File: src/rtl/frac_clk_div.sv
module frac_clk_div #(
  parameter int DIV_W = 8,
  parameter int REP_W = 8
) (
  input  logic             clk,
  input  logic             rst_n,
  input  logic             cfg_dual,
  input  logic [DIV_W-1:0] cfg_div_a,
  input  logic [DIV_W-1:0] cfg_div_b,
  input  logic [REP_W-1:0] cfg_rep_a,
  input  logic [REP_W-1:0] cfg_rep_b,
  output logic             clk_out,
  output logic             period_start
);

  logic             sh_dual;
  logic [DIV_W-1:0] sh_div_a, sh_div_b;
  logic [REP_W-1:0] sh_rep_a, sh_rep_b;

  logic [DIV_W-1:0] cyc;
  logic [REP_W-1:0] rep;
  logic             in_b;

  logic [DIV_W-1:0] cur_div;
  logic [REP_W-1:0] cur_rep;
  logic [DIV_W:0]   high_len;
  logic             end_per, end_grp, pat_end;

  assign cur_div  = in_b ? sh_div_b : sh_div_a;
  assign cur_rep  = in_b ? sh_rep_b : sh_rep_a;
  assign high_len = (cur_div == '0) ? (DIV_W+1)'(1) : ({1'b0, cur_div} + 1'b1) >> 1;
  assign end_per  = (cyc == cur_div);
  assign end_grp  = end_per && (rep == cur_rep);
  // a pattern closes after every period in single mode, after the B group in dual mode
  assign pat_end  = end_per && (!sh_dual || (in_b && end_grp));

  always_ff @(posedge clk) begin
    if (!rst_n) begin
      cyc          <= '0;
      rep          <= '0;
      in_b         <= 1'b0;
      clk_out      <= 1'b0;
      period_start <= 1'b0;
      sh_dual      <= cfg_dual;
      sh_div_a     <= cfg_div_a;
      sh_div_b     <= cfg_div_b;
      sh_rep_a     <= cfg_rep_a;
      sh_rep_b     <= cfg_rep_b;
    end else begin
      clk_out      <= ({1'b0, cyc} < high_len);
      period_start <= (cyc == '0);
      if (!end_per) begin
        cyc <= cyc + 1'b1;
      end else begin
        cyc <= '0;
        if (pat_end) begin
          rep  <= '0;
          in_b <= 1'b0;
        end else if (end_grp) begin
          rep  <= '0;
          in_b <= 1'b1;
        end else begin
          rep  <= rep + 1'b1;
        end
      end
      if (pat_end) begin
        sh_dual  <= cfg_dual;
        sh_div_a <= cfg_div_a;
        sh_div_b <= cfg_div_b;
        sh_rep_a <= cfg_rep_a;
        sh_rep_b <= cfg_rep_b;
      end
    end
  end

  p_reset_quiet_r1: assert property (@(posedge clk)
    !rst_n |=> (!clk_out && !period_start));

  p_strobe_high_r6: assert property (@(posedge clk) disable iff (!rst_n)
    period_start |-> clk_out);

  p_cyc_bound_r2: assert property (@(posedge clk) disable iff (!rst_n)
    cyc <= cur_div);

  p_rep_bound_r3: assert property (@(posedge clk) disable iff (!rst_n)
    sh_dual |-> (rep <= cur_rep));

  p_single_in_a_r8: assert property (@(posedge clk) disable iff (!rst_n)
    !sh_dual |-> (!in_b && rep == '0));

  p_shadow_hold_r7: assert property (@(posedge clk) disable iff (!rst_n)
    !pat_end |=> ($stable(sh_div_a) && $stable(sh_div_b) && $stable(sh_rep_a)
                  && $stable(sh_rep_b) && $stable(sh_dual)));

endmodule

File: config.mk
export PLATFORM = sky130hd
export DESIGN_NAME = frac_clk_div
export DESIGN_NICKNAME = d
export VERILOG_FILES = /design/src/rtl/frac_clk_div.sv
export SDC_FILE = /design/constraint.sdc
export NUM_CORES = 1
export LEC_CHECK = 0
export BUFFER_PORTS_ARGS = -buffer_cell sky130_fd_sc_hd__buf_2
export CAP_MARGIN = 25
export CORE_MARGIN = 2
export CORE_UTILIZATION = 61
export DETAILED_ROUTE_END_ITERATION = 10
export PLACE_DENSITY = 0.84
export SYNTH_ARGS = -nofsm -noshare
export SYNTH_HDL_FRONTEND = slang
export SYNTH_SLANG_ARGS = --single-unit
File: constraint.sdc
create_clock -name clk -period 5.45 [get_ports clk]
set_input_delay 0.545 -clock clk [delete_from_list [all_inputs] [get_ports clk]]
set_output_delay 0.545 -clock clk [all_outputs]
set_load 0.02 [all_outputs]
==> impl_metrics.toml <==
[timing]
setup_tns_ns = 0
relSlewSlack = 0.3660
period_share = 0.6878
hold_viol = 0
period_needed_ns = 3.748
rsz0062_at_grt = "false"
fin_ws_ns = 1.702
finalSetupViolCount = 0
skew_ns = 0.008836
worst_slew_pin_slew_ns = 0.9497
final_max_slew_viol_count = 0
max_freq_ghz = 0.2668

[clocking]
numCtsBuffers = 5
clock_path_buffers = 2
cts_tree = "done"
cts_resized = 0
post_cts.repair.setup_buffers = 0
worstSkewPairLatency_ns = 0.29
cts_sinks = 52
root_buffer = "clkbuf_8"
clk_pin_slew_ns = 0.09
cts-htree-levels = 2
holdBufCountCts = 0

[grt]
grtUsageMet2 = 0.2981
use_met1 = 0.2785
antenna_found_initial = 0
met3_usage = 0.05032
grt_first_pass_wirelength_um = 6720
track_usage = 0.1970
grt_max_degree = 32
busiest_layer = "met2"
grt_overflow = 0
grt_pass1_vias = 1484

[detailed_routing]
route.vias.total = 1632
route.detailed.drc = 0
wl_per_cell_um = 12.92
drt-initial-drc-count = 91
ant_nets = 0
first_pass_iters = 4
wl_um = 3952
vias_per_cell = 5.333

[logic_synthesis]
synth_fp_nets = 260
synth.area.top_cells = "edfxtp_1 39%, dfxtp_1 15%, xnor2_1 8.2%"
synthTopCellsByCount = "33 x edfxtp_1, 24 x xnor2_1, 19 x dfxtp_1"
synth.distinct_cells = 36
syn_area_mm2 = 0.002561
synth_edf_count = 33
synth.most_common_cell = "edfxtp_1"
ys.flop_type = "edfxtp_1"
seq_area_frac_synth = 0.5354
ys.warnings.count = 0
synth_seq_cells = 52
syn_inst = 213
synth_area_leader_cell = "edfxtp_1"
yosysTopAreaCellShare = 0.3869
postSynthAreaPerCell_um2 = 12.02
async_flop_share = 0

[floorplan]
die_y_um = 68.80
die-area_mm2 = 0.004733
start_util = 0.6357
fp-row-count = 23
core_area_mm2 = 0.004029
ios = 37
die_w_um = 68.80

[power_and_ir_drop]
powerDensity_mw_per_mm2 = 249.5
ir_drop_mv = 0.1965
power_leakage_nw = 1.077

[setup_path]
cp_slowest_stage_delay_ns = 0.96
reg2reg_to = "sh_rep_b[4]"
rr_worst_depth = 8
crit_required_ns = 5.41
slowest_stage = "dfxtp_1"
crit_arrival_ns = 3.71
start_kind = "flip-flop"
cpLargestDelayFamily = "flip-flops"
cpMostUsedCell = "buf_4"
path_cells = "buf_4 -> mux2i_1 -> xnor2_1 -> nor4_4 -> nand2_4 -> o21ai_2 -> o21a_1 -> buf_4"
r2r_start = "in_b"
cp_max_fo = 31
cp_num_buf_inv = 2
crit_type = "flip-flop to flip-flop"
cp-end-kind = "flip-flop"
rrSetupSlack_ns = 1.70

[min_path]
min_to = "sh_div_a[1]"
hp-class = "primary input to flip-flop"
hp-start = "cfg_div_a[1]"
hold_depth = 1

[place]
place_inst = 298
place.gp.congestion = 0.9058
port_buffers = 36
dp_slack_ns = 1.737
dpl.hpwl_um = 2948

[cells_and_area]
fillers = 297
antenna_cells = 0
nNetsFinal = 302
seq_area_mm2 = 0.001371
area_growth_pct = 12.41
multi_input_area_mm2 = 0.001141
fin_cells = 306
drive_gt1_frac = 0.2070

[run_status]
status = "finished clean"

[flow_run]
maxCapViolCount = 0
## sequential cells by signal, summed over array words and instances, names as in the netlist
signal        flops
sh_rep_a          8
in_b              1
rep               8
clk_out           1
period_start      1
sh_div_b          8
cyc               8
sh_dual           1
sh_rep_b          8
sh_div_a          8
## final cells by class
type,instances,area share
flip-flops and latches,52,0.4763
multi-input cells,152,0.3963
repair buffers,38,0.06780
clock buffers,6,0.02521
well taps,50,0.02173
inverters,6,0.007823
clock inverters,2,0.004781
## cells by family (layout without fill, tap and decap cells)
family	Yosys count	after routing	synth area share
multiplexers	18	18	0.07230
adder cells (fa/ha/maj)	12	12	0.05862
AO/OA/AOI/OAI	18	18	0.04739
flip-flops	52	52	0.5354
AND/OR/NAND/NOR	69	69	0.1475
XOR/XNOR	35	35	0.1197
buffers and inverters	9	52	0.01905
## where the power goes
part,total (mW),internal [mW],switching (mW)
Clock,0.207,0.0912,0.116
Combinational,0.0637,0.0294,0.0343
Sequential,0.447,0.438,0.00930
Total,0.718,0.558,0.160
## layer usage
metal,wire length (um),vias to the layer above
met2,1806,49
met1,1892,729
met3,227,4
met5,0,-
met4,26,0
li1,-,850
## cells in the final DEF, fill, tap and decap left out, types with 2 or more instances in the layout
cell type	n
nor4_4	2
dfxtp_1	19
nand4_1	3
xnor2_1	24
buf_4	2
nand3_1	12
ha_1	12
buf_2	36
xor2_1	11
mux2i_1	16
o21ai_0	4
clkbuf_8	5
nor2_1	18
o21a_1	3
and3_1	6
nor4_1	5
edfxtp_1	33
inv_1	6
nor3_1	3
a21oi_1	3
nand2_1	14
## worst reg2reg max path, cell delays in order, from the launching register on
cell     delay (ns)
dfxtp_1        0.96
buf_4          0.31
mux2i_1        0.42
xnor2_1        0.17
nor4_4         0.34
nand2_4        0.16
o21ai_2        0.42
o21a_1         0.26
buf_4          0.36
## worst max-delay path by stage
stage | start | cells after the start | endpoint
floorplan | in_b | 8 | sh_div_a[0]
global placement | in_b | 8 | sh_rep_a[4]
detailed placement | in_b | 8 | sh_rep_a[0]
CTS | in_b | 8 | sh_rep_a[0]
global route | in_b | 8 | sh_rep_a[4]
finish | in_b | 8 | sh_rep_b[4]
## per-stage QoR
stage | area (um2) | power, mW | hold slack, ns | utilization
6_report | 2879 | 0.7182 | 0.4191 | 0.7146
5_1_grt | 2879 | 0.7512 | 0.3987 | 0.7146
4_1_cts | 2879 | 0.7279 | 0.4086 | 0.7146
3_5_place_dp | 2793 | 0.5202 | 0.4861 | 0.6932
3_3_place_gp | 2793 | 0.5186 | 0.4749 | 0.6932
2_1_floorplan | 2561 | 0.4967 | 0.4476 | -
Power figures use the tool's default switching activity.
